<file path="config.mk">
export PLATFORM = sky130hd
export DESIGN_NAME = rtc_bincal
export DESIGN_NICKNAME = d
export VERILOG_FILES = /design/src/rtl/rtc_bincal_pkg.sv /design/src/rtl/rtc_bincal_chain.sv /design/src/rtl/rtc_bincal_alarm.sv /design/src/rtl/rtc_bincal.sv
export SDC_FILE = /design/constraint.sdc
export NUM_CORES = 1
export LEC_CHECK = 0
export ABC_CLOCK_PERIOD_IN_PS = 3500
export BUFFER_PORTS_ARGS = -buffer_cell sky130_fd_sc_hd__buf_2
export CORE_ASPECT_RATIO = 0.6
export CORE_MARGIN = 5
export CORE_UTILIZATION = 58
export CTS_BUF_LIST = sky130_fd_sc_hd__clkbuf_8
export DETAILED_ROUTE_END_ITERATION = 10
export PLACE_DENSITY = 0.78
export SYNTH_ARGS = -nofsm -noshare
export SYNTH_HDL_FRONTEND = slang
export SYNTH_SLANG_ARGS = --single-unit
</file>
<file path="constraint.sdc">
create_clock -name clk -period 3.5 [get_ports clk]
set_clock_uncertainty 0.15 [all_clocks]
set_input_delay 0 -clock clk [delete_from_list [all_inputs] [get_ports clk]]
set_output_delay 0 -clock clk [all_outputs]
set_load 0.02 [all_outputs]
</file>
<file path="src/rtl/rtc_bincal_pkg.sv">
package rtc_bincal_pkg;
  localparam int DW    = 8;
  localparam int AW    = 7;
  localparam int N_ALM = 4;

  typedef logic [DW-1:0] byte_t;

  // time fields, most significant first
  typedef struct packed {
    byte_t cent, year, mon, date, dow, hour, min, sec;
  } caltime_t;

  localparam logic [AW-1:0] A_SEC      = 7'h00;
  localparam logic [AW-1:0] A_SEC_ALM  = 7'h01;
  localparam logic [AW-1:0] A_MIN      = 7'h02;
  localparam logic [AW-1:0] A_MIN_ALM  = 7'h03;
  localparam logic [AW-1:0] A_HOUR     = 7'h04;
  localparam logic [AW-1:0] A_HOUR_ALM = 7'h05;
  localparam logic [AW-1:0] A_DOW      = 7'h06;
  localparam logic [AW-1:0] A_DATE     = 7'h07;
  localparam logic [AW-1:0] A_MON      = 7'h08;
  localparam logic [AW-1:0] A_YEAR     = 7'h09;
  localparam logic [AW-1:0] A_CTRL     = 7'h0B;
  localparam logic [AW-1:0] A_FLAG     = 7'h0C;
  localparam logic [AW-1:0] A_CENT     = 7'h48;
  localparam logic [AW-1:0] A_DATE_ALM = 7'h49;

  // control byte bit positions
  localparam int CB_HALT = 7;
  localparam int CB_AIE  = 5;
  localparam int CB_UIE  = 4;
  localparam int CB_H24  = 1;
  localparam byte_t CTRL_RST = 8'h06;

  // alarm lane order
  localparam int L_SEC  = 0;
  localparam int L_MIN  = 1;
  localparam int L_HOUR = 2;
  localparam int L_DATE = 3;

  function automatic byte_t month_days(input byte_t mon, input byte_t year);
    case (mon)
      8'd4, 8'd6, 8'd9, 8'd11: month_days = 8'd30;
      8'd2:                    month_days = (year[1:0] == 2'b00) ? 8'd29 : 8'd28;
      default:                 month_days = 8'd31;
    endcase
  endfunction
endpackage

</file>
<file path="src/rtl/rtc_bincal_chain.sv">
module rtc_bincal_chain
  import rtc_bincal_pkg::*;
(
  input  caltime_t cur_i,
  input  logic     h24_i,
  output caltime_t nxt_o
);
  logic  c_min, c_hr, c_day, c_mon, c_yr, c_cent;
  logic  pm;
  logic [6:0] h12;
  byte_t mdays;

  always_comb begin
    nxt_o  = cur_i;
    c_min  = 1'b0;
    c_hr   = 1'b0;
    c_day  = 1'b0;
    c_mon  = 1'b0;
    c_yr   = 1'b0;
    c_cent = 1'b0;
    pm     = cur_i.hour[7];
    h12    = cur_i.hour[6:0];
    mdays  = month_days(cur_i.mon, cur_i.year);

    if (cur_i.sec[5:0] >= 6'd59) begin
      nxt_o.sec = '0;
      c_min     = 1'b1;
    end else begin
      nxt_o.sec = {2'b00, cur_i.sec[5:0] + 6'd1};
    end

    if (c_min) begin
      if (cur_i.min >= 8'd59) begin
        nxt_o.min = '0;
        c_hr      = 1'b1;
      end else begin
        nxt_o.min = cur_i.min + 8'd1;
      end
    end

    if (c_hr) begin
      if (h24_i) begin
        if (cur_i.hour >= 8'd23) begin
          nxt_o.hour = '0;
          c_day      = 1'b1;
        end else begin
          nxt_o.hour = cur_i.hour + 8'd1;
        end
      end else begin
        if (h12 == 7'd11) begin
          nxt_o.hour = {~pm, 7'd12};
          c_day      = pm;
        end else if (h12 >= 7'd12) begin
          nxt_o.hour = {pm, 7'd1};
        end else begin
          nxt_o.hour = {pm, h12 + 7'd1};
        end
      end
    end

    if (c_day) begin
      nxt_o.dow = (cur_i.dow >= 8'd7) ? 8'd1 : cur_i.dow + 8'd1;
      if (cur_i.date >= mdays) begin
        nxt_o.date = 8'd1;
        c_mon      = 1'b1;
      end else begin
        nxt_o.date = cur_i.date + 8'd1;
      end
    end

    if (c_mon) begin
      if (cur_i.mon >= 8'd12) begin
        nxt_o.mon = 8'd1;
        c_yr      = 1'b1;
      end else begin
        nxt_o.mon = cur_i.mon + 8'd1;
      end
    end

    if (c_yr) begin
      if (cur_i.year >= 8'd99) begin
        nxt_o.year = '0;
        c_cent     = 1'b1;
      end else begin
        nxt_o.year = cur_i.year + 8'd1;
      end
    end

    if (c_cent) begin
      nxt_o.cent = (cur_i.cent >= 8'd99) ? 8'd0 : cur_i.cent + 8'd1;
    end
  end

  // an in-range 24-hour value stays in range
  always_comb begin
    if (h24_i && cur_i.hour < 8'd24)
      a_r3_hour_bound: assert (nxt_o.hour < 8'd24);
  end

  // a non-zero day of month never advances to zero
  always_comb begin
    if (cur_i.date != 8'd0)
      a_r5_date_nonzero: assert (nxt_o.date != 8'd0);
  end
endmodule

</file>
<file path="src/rtl/rtc_bincal_alarm.sv">
module rtc_bincal_alarm
  import rtc_bincal_pkg::*;
#(
  parameter int N   = N_ALM,
  parameter int W   = DW
) (
  input  logic [N-1:0][W-1:0] val_i,
  input  logic [N-1:0][W-1:0] alm_i,
  output logic                hit_o
);
  logic [N-1:0] lane_hit;

  for (genvar g = 0; g < N; g++) begin : g_lane
    // top two bits both set turn the lane into a wildcard
    assign lane_hit[g] = (alm_i[g][W-1:W-2] == 2'b11) || (alm_i[g] == val_i[g]);
  end

  assign hit_o = &lane_hit;
endmodule

</file>
<file path="src/rtl/rtc_bincal.sv">
module rtc_bincal
  import rtc_bincal_pkg::*;
#(
  parameter int SYNC_STAGES = 2
) (
  input  logic          clk,
  input  logic          rst_n,
  input  logic          tick_i,
  input  logic          wr_en_i,
  input  logic          rd_en_i,
  input  logic [AW-1:0] addr_i,
  input  logic [DW-1:0] wr_data_i,
  output logic [DW-1:0] rd_data_o,
  output logic          irq_o
);
  // reset: asynchronous assert, synchronous release
  logic [SYNC_STAGES-1:0] rst_pipe;
  logic                   rst_ln;

  always_ff @(posedge clk or negedge rst_n) begin
    if (!rst_n) rst_pipe <= '0;
    else        rst_pipe <= {rst_pipe[SYNC_STAGES-2:0], 1'b1};
  end
  assign rst_ln = rst_pipe[SYNC_STAGES-1];

  caltime_t                   time_q, time_d, adv;
  logic [N_ALM-1:0][DW-1:0]   alm_q, alm_d, alm_val;
  byte_t                      ctrl_q, ctrl_d;
  logic                       af_q, af_d, uf_q, uf_d;
  byte_t                      rd_q, rd_d;
  logic                       step, hit, rd_flags;

  assign step     = tick_i && !ctrl_q[CB_HALT];
  assign rd_flags = rd_en_i && (addr_i == A_FLAG);

  rtc_bincal_chain u_chain (
    .cur_i (time_q),
    .h24_i (ctrl_q[CB_H24]),
    .nxt_o (adv)
  );

  assign alm_val = {adv.date, adv.hour, adv.min, adv.sec};

  rtc_bincal_alarm #(.N(N_ALM), .W(DW)) u_alarm (
    .val_i (alm_val),
    .alm_i (alm_q),
    .hit_o (hit)
  );

  // next state
  always_comb begin
    time_d = step ? adv : time_q;
    alm_d  = alm_q;
    ctrl_d = ctrl_q;
    if (wr_en_i) begin
      case (addr_i)
        A_SEC:      time_d.sec  = {2'b00, wr_data_i[5:0]};
        A_MIN:      time_d.min  = wr_data_i;
        A_HOUR:     time_d.hour = wr_data_i;
        A_DOW:      time_d.dow  = wr_data_i;
        A_DATE:     time_d.date = wr_data_i;
        A_MON:      time_d.mon  = wr_data_i;
        A_YEAR:     time_d.year = wr_data_i;
        A_CENT:     time_d.cent = wr_data_i;
        A_SEC_ALM:  alm_d[L_SEC]  = wr_data_i;
        A_MIN_ALM:  alm_d[L_MIN]  = wr_data_i;
        A_HOUR_ALM: alm_d[L_HOUR] = wr_data_i;
        A_DATE_ALM: alm_d[L_DATE] = wr_data_i;
        A_CTRL:     ctrl_d = wr_data_i;
        default: ;
      endcase
    end
  end

  // flags: clear on read, a fresh set wins
  always_comb begin
    af_d = (af_q && !rd_flags) || (step && hit);
    uf_d = (uf_q && !rd_flags) || step;
  end

  assign irq_o = (af_q && ctrl_q[CB_AIE]) || (uf_q && ctrl_q[CB_UIE]);

  always_comb begin
    rd_d = rd_q;
    if (rd_en_i) begin
      case (addr_i)
        A_SEC:      rd_d = time_q.sec;
        A_MIN:      rd_d = time_q.min;
        A_HOUR:     rd_d = time_q.hour;
        A_DOW:      rd_d = time_q.dow;
        A_DATE:     rd_d = time_q.date;
        A_MON:      rd_d = time_q.mon;
        A_YEAR:     rd_d = time_q.year;
        A_CENT:     rd_d = time_q.cent;
        A_SEC_ALM:  rd_d = alm_q[L_SEC];
        A_MIN_ALM:  rd_d = alm_q[L_MIN];
        A_HOUR_ALM: rd_d = alm_q[L_HOUR];
        A_DATE_ALM: rd_d = alm_q[L_DATE];
        A_CTRL:     rd_d = ctrl_q;
        A_FLAG:     rd_d = {irq_o, 1'b0, af_q, uf_q, 4'b0000};
        default:    rd_d = '0;
      endcase
    end
  end

  // registers
  always_ff @(posedge clk or negedge rst_ln) begin
    if (!rst_ln) begin
      time_q <= '{cent: 8'd0, year: 8'd0, mon: 8'd1, date: 8'd1,
                  dow: 8'd1, hour: 8'd0, min: 8'd0, sec: 8'd0};
      alm_q  <= '0;
      ctrl_q <= CTRL_RST;
      af_q   <= 1'b0;
      uf_q   <= 1'b0;
      rd_q   <= '0;
    end else begin
      time_q <= time_d;
      alm_q  <= alm_d;
      ctrl_q <= ctrl_d;
      af_q   <= af_d;
      uf_q   <= uf_d;
      rd_q   <= rd_d;
    end
  end

  assign rd_data_o = rd_q;

  // seconds at 59 wrap to 0 and push the minutes on
  a_r2_sec_wrap: assert property (@(posedge clk) disable iff (!rst_ln)
    (step && !wr_en_i && time_q.sec == 8'd59)
      |=> (time_q.sec == 8'd0 && time_q.min != $past(time_q.min)));

  // halt freezes the time
  a_r7_halt_freeze: assert property (@(posedge clk) disable iff (!rst_ln)
    (ctrl_q[CB_HALT] && !wr_en_i) |=> $stable(time_q));

  // a full alarm match on an advance raises the alarm flag
  a_r9_alarm_sets: assert property (@(posedge clk) disable iff (!rst_ln)
    (step && hit) |=> af_q);

  // a flag read with no advance leaves the interrupt low
  a_r11_read_clears: assert property (@(posedge clk) disable iff (!rst_ln)
    (rd_flags && !step) |=> !irq_o);
endmodule

</file>
Word-level counts from Yosys, hierarchy flattened:

Cells that the tools add are included.

* bitwise operators: 1
* $add $sub $neg: 9
* $mul: 0
* reduce and logical (&&, ||, !) cells: 25
* eq/ne operators: 27
* div/mod/pow operators: 0
* order comparisons: 9
* muxes and demuxes: 43
* shift operators: 0

Operators by type and width (count)
* 8-bit two-way mux: 22
* 64-bit two-way mux: 2
* 8-bit one-hot mux with 14 select lines: 1
* 8-bit by 1-bit adder with 8-bit output, second input constant: 7
* 7-bit by 4-bit equality test with 1-bit output, second input constant: 5
* 7-bit by 3-bit equality test with 1-bit output, second input constant: 4
* 8-bit equality test: 3
* 8-bit by 3-bit equality test with 1-bit output, second input constant: 2
* 8-bit by 4-bit equality test with 1-bit output, second input constant: 2
* 8-bit by 7-bit >= comparator with 1-bit output, second input constant: 2
* 16-bit two-way mux: 1
* 8-bit one-hot mux with 2 select lines: 1
* 7-bit by 2-bit equality test with 1-bit output, second input constant: 2
* 7-bit equality test, second input constant: 2
* 1-bit two-way mux: 14
* 2-bit AND reduction: 5
* 2-bit equality test, second input constant: 4
* 8-bit by 2-bit equality test with 1-bit output, second input constant: 1
* 8-bit by 6-bit equality test with 1-bit output: 1
* 8-bit by 3-bit >= comparator with 1-bit output, second input constant: 1
* 8-bit by 4-bit >= comparator with 1-bit output, second input constant: 1
* 8-bit by 5-bit >= comparator with 1-bit output, second input constant: 1
* 8-bit by 6-bit >= comparator with 1-bit output, second input constant: 1
* 8-bit >= comparator: 1
* other kinds (15): 28

* flip-flop bits (word level): 116
* memories: 0
* bits in writable memories: 0
* logic and storage cells: 131
* ROM bits: 0
* output and inout port bits: 9
* latch bits: 0
* bits of input ports: 20

Depth between registers and ports, before layout:

* depth in word-level cells: 12
* gate-level depth with buffers: 14
* gate-level depth less buffers: 14

Hierarchy:

From an unflattened synthesis, not the netlist that was laid out.

* cell total of the unflattened synthesis: 915
* area, all modules: 8446.9 um2

Modules (own cells, without submodules)
* rtc_bincal: times used 1, cells an instance 584, area an instance 6258.5 um2, seq. area each 2909.0 um2
* rtc_bincal_chain: times used 1, cells an instance 286, area an instance 1821.7 um2, seq. area each 0.0 um2
* rtc_bincal_alarm: times used 1, cells an instance 45, area an instance 366.6 um2, seq. area each 0.0 um2

Worst setup path before layout:

No wires, ideal clock.

* kind: reg-to-reg
* start: register time_q[46] (netlist name)
* end: register af_q
* arrival time: 3.121 ns
* clock period less this slack: 3.344 ns
* setup time: 0.073 ns
* data required time: 3.277 ns
* setup slack: 0.156 ns
* path buffers: 0
* cell stages (with the launch flop): 13
* path through: dfrtp_1 > or4_1 > a21oi_1 > nand3_1 > ha_1 > nand2b_1 > a21oi_1 > o211ai_1 > o21ai_1 > xor2_1 > or3_1 > o41ai_1 > a2bb2oi_2

* longest elaborated chain between the ends: 11
* elaborated cells between the ends (all ways): 15
* those cells by class: order compare: 1; eq/ne: 6; mux: 3; reduce/logical: 5

RTL lines
* from (decl): RTL line rtc_bincal.sv:26 `caltime_t time_q, time_d, adv;`
* from (signal assigned): RTL line rtc_bincal.sv:109 `time_q <= '{cent: 8'd0, year: 8'd0, mon: 8'd1, date: 8'd1,`
* from (signal assigned): RTL line rtc_bincal.sv:117 `time_q <= time_d;`
* 8-bit by 3-bit equality test with 1-bit output or 8-bit by 4-bit equality test with 1-bit output (tied branches): RTL line rtc_bincal_pkg.sv:42 `case (mon)`
* 4-bit OR reduction: RTL line rtc_bincal_pkg.sv:42
* 8-bit one-hot mux with 2 select lines *: RTL line rtc_bincal_pkg.sv:42
* 8-bit >= comparator *: RTL line rtc_bincal_chain.sv:63 `if (cur_i.date >= mdays) begin`
* 8-bit two-way mux *: RTL line rtc_bincal_chain.sv:63
* 16-bit two-way mux *: RTL line rtc_bincal_chain.sv:61 `if (c_day) begin`
* 8-bit equality test *: RTL line rtc_bincal_alarm.sv:15 `assign lane_hit[g] = (alm_i[g][W-1:W-2] == 2'b11) || (alm_i[g] == val_i[g]);`
* 1-bit logical OR *: RTL line rtc_bincal_alarm.sv:15
* 4-bit AND reduction *: RTL line rtc_bincal_alarm.sv:18 `assign hit_o = &lane_hit;`
* 1-bit logical AND *: RTL line rtc_bincal.sv:77 `af_d = (af_q && !rd_flags) || (step && hit);`
* 1-bit logical OR *: RTL line rtc_bincal.sv:77
* net af_d: RTL line rtc_bincal.sv:29 `logic af_q, af_d, uf_q, uf_d;`
* to (signal assigned): RTL line rtc_bincal.sv:113 `af_q <= 1'b0;`
* to (signal assigned): RTL line rtc_bincal.sv:120 `af_q <= af_d;`
* to (decl): RTL line rtc_bincal.sv:29

Mark *: on every way through the listed nets, which the timed path passes. The rest lies on a longest branch.
A chain may end at the register's enable or synchronous reset.

==> flow_summary.json <==
{
  "seq_area_frac_synth": 0.385,
  "yosys_warnings": 0,
  "synthArstFlopShare": 1.00,
  "hold_path_depth": 4,
  "status": "finished clean",
  "start_util": 0.590,
  "dp_slack_ns": -0.122,
  "intPower_w": 0.00272,
  "p_switching_w": 0.00155,
  "drc": 0,
  "root_buffer": "clkbuf_8",
  "core_area_sq_um": 12800,
  "final_core_util": 0.687,
  "wl_per_cell_um": 24.2,
  "relSlewSlack": 0.474,
  "max_cap_violations": 0,
  "seq_area_sq_um": 2910,
  "drtIter0Drc": 964,
  "hold_class": "in2reg",
  "synth_most_common_cell": "dfrtp_1",
  "ant_nets": 0,
  "setup-violations-final": 0,
  "dp_hpwl_um": 19500,
  "r2r-start": "time_q[44]",
  "hold_violations": 0,
  "die_h_um": 98.5,
  "globalRoute.totalOverflow": 0,
  "powerDensity_nw_per_um2": 485,
  "clkLatencyLatePin_ns": 0.44,
  "crit_required_ns": 3.69,
  "finalWorstSetupSlack_ns": 0.0417,
  "p_leak_nw": 3.78,
  "multi_input_area_sq_um": 4390,
  "gr-usage-all-layers": 0.355,
  "syn2layout_area_growth_pct": 16.4,
  "peakVddDrop_mv": 0.454,
  "pwr-share-comb": 0.277,
  "synth_area_sq_um": 7560,
  "cts_made_buffers": 17,
  "tritoncts": "done",
  "rows": 32,
  "cp-endpoint": "time_q[59]",
  "period_minus_slack_ns": 3.46,
  "h-tree-depth": 4,
  "syn-num-nets": 916,
  "routed_wl_um": 27400,
  "die-area_sq_um": 15500,
  "vias": 7807,
  "syn_inst": 880,
  "clkSinkCount": 116,
  "tightest_slew_ns": 0.786,
  "startpoint": "time_q[44]",
  "drv_slew": 0,
  "synth_common_cells": "dfrtp_1 (111), nand2_1 (95), nor2_1 (77)",
  "antenna_cells": 0,
  "path_class": "reg2reg",
  "drive_above_1_share": 0.194,
  "synth_area_leaders": "dfrtp_1 (37%), nand2_1 (4.7%), mux2_2 (4.3%), o21ai_0 (4.1%), nor2_1 (3.8%)",
  "worst-path-max-fanout": 5,
  "syn_avg_cell_area_sq_um": 8.59,
  "endpoint_kind": "register",
  "synth_edf_count": 0,
  "clkPwrFrac": 0.308,
  "die_w_um": 157,
  "seqPwrFrac": 0.415,
  "portBuffers": 28,
  "grt_max_degree": 115,
  "finalNetCount": 983,
  "synth_ff_type": "dfrtp_1",
  "synth_top_cell_area_share": 0.367,
  "r2r.worst_path.cells": 13,
  "fillers": 1007,
  "synth_cell_types": 80,
  "grt_pass1_vias": 7296,
  "period_share": 0.988,
  "fmax_mhz": 289,
  "antenna_found_initial": 3,
  "reg2reg_slack_ns": 0.04,
  "rr_endpoint": "time_q[59]",
  "swShare": 0.364,
  "startpoint_type": "register",
  "ctsLongestPathBuffers": 2,
  "ys_seq_elements": 116,
  "dr.pass1.iters": 8,
  "cp.arrival_ns": 3.65,
  "clkSlewWorstSetupHoldPaths_ns": 0.08,
  "yosysTopAreaCell": "dfrtp_1",
  "viasPerCell": 6.91,
  "gp_congestion": 1.05,
  "io_pins": 29,
  "grt_pass1_wl_um": 42000,
  "whs_ns": 0.0523
}
==> critical path, stage by stage (launching register included) <==
cell and delay, ns:
dfrtp_1 0.38, or4_4 0.56, a21oi_2 0.13, nand3_2 0.12, ha_4 0.29, nand2b_4 0.12, a21oi_4 0.07, o21a_4 0.22
buf_6 0.12, nor4_4 0.33, and3_4 0.26, nand2_2 0.06, or3_1 0.37, a31oi_1 0.19
==> area by class of cell <==
type / count / area share
Multi-Input combinational cell: 679 / 0.498
Clock inverter: 11 / 0.0142
Tap cell: 170 / 0.0242
Inverter: 30 / 0.0128
Clock buffer: 21 / 0.0328
Timing Repair Buffer: 103 / 0.0871
Sequential cell: 116 / 0.331
==> per-stage QoR <==
stage / TNS, ns / total power [W] / std cells / area, sq um
after floorplan: 0 / 0.00246 / 880 / 7560
final: 0 / 0.00427 / 1130 / 8810
after detailed placement: -0.243 / 0.00285 / 1079 / 8130
after CTS: 0 / 0.00416 / 1126 / 8700
after global routing: -0.0250 / 0.00445 / 1130 / 8810
after global placement: -0.0736 / 0.00281 / 1079 / 8130
==> worst min-delay path by stage <==
stage	startpoint	endpoint	slack (ns)
floorplan	rst_n	rst_pipe[0]	-0.45
global placement	rst_n	rst_pipe[0]	-0.37
detailed placement	rst_n	rst_pipe[0]	-0.36
CTS	tick_i	uf_q	0.03
global route	tick_i	uf_q	0.09
finish	tick_i	uf_q	0.05
==> repair_timing <==
action                                 4_1_cts  5_1_grt
hold buffers                                14        0
pin swaps                                    1       11
gates resized for setup                      2       16
setup endpoints to repair                    5       16
buffers inserted                             1        4
endpoints found under the hold margin       69        0
==> logic make-up (layout without fill, tap and decap cells) <==
group / count (synthesis) / count (layout) / share of synthesized area
compound gates: 265 / 265 / 0.234
xor+xnor: 26 / 26 / 0.0301
fa+ha+maj: 16 / 16 / 0.0265
buf+inv: 85 / 165 / 0.0460
flops: 116 / 116 / 0.385
mux: 45 / 45 / 0.0643
other cells: 1 / 1 / 0.000496
simple gates: 326 / 326 / 0.214
==> flip-flops by register name, summed over array words and instances, names as in the netlist <==
signal	count
af_q	1
alm_q	32
ctrl_q	8
rd_data_o	8
rst_pipe	2
time_q	64
uf_q	1
==> cells in the final DEF, fill, tap and decap left out, types with 21 or more instances in the layout <==
master,count
a21oi_1,53
a31oi_1,22
buf_2,28
buf_4,58
clkbuf_8,21
dfrtp_1,110
inv_1,29
mux2_2,29
nand2_1,94
nand3_1,43
nor2_1,76
nor3_1,23
o21ai_0,61
==> power by group through the flow <==
| stage | clock [W] | sequential (W) | combinational [W] |
|---|---|---|---|
| 2_1_floorplan | 0 | 0.00166 | 0.000804 |
| 5_1_grt | 0.00139 | 0.00179 | 0.00128 |
| 4_1_cts | 0.00132 | 0.00176 | 0.00109 |
| 3_5_place_dp | 0 | 0.00178 | 0.00107 |
| 6_report | 0.00132 | 0.00177 | 0.00118 |
| 3_3_place_gp | 0 | 0.00177 | 0.00104 |
==> per-layer routing <==
| metal | wire, um | global-route usage | vias to the layer above |
|---|---|---|---|
| li1 | - | - | 3407 |
| met1 | 11400 | 0.497 | 3729 |
| met2 | 11600 | 0.515 | 588 |
| met3 | 3650 | 0.135 | 77 |
| met4 | 704 | 0.106 | 6 |
| met5 | 38 | 0 | - |
Power figures use the tool's default switching activity.
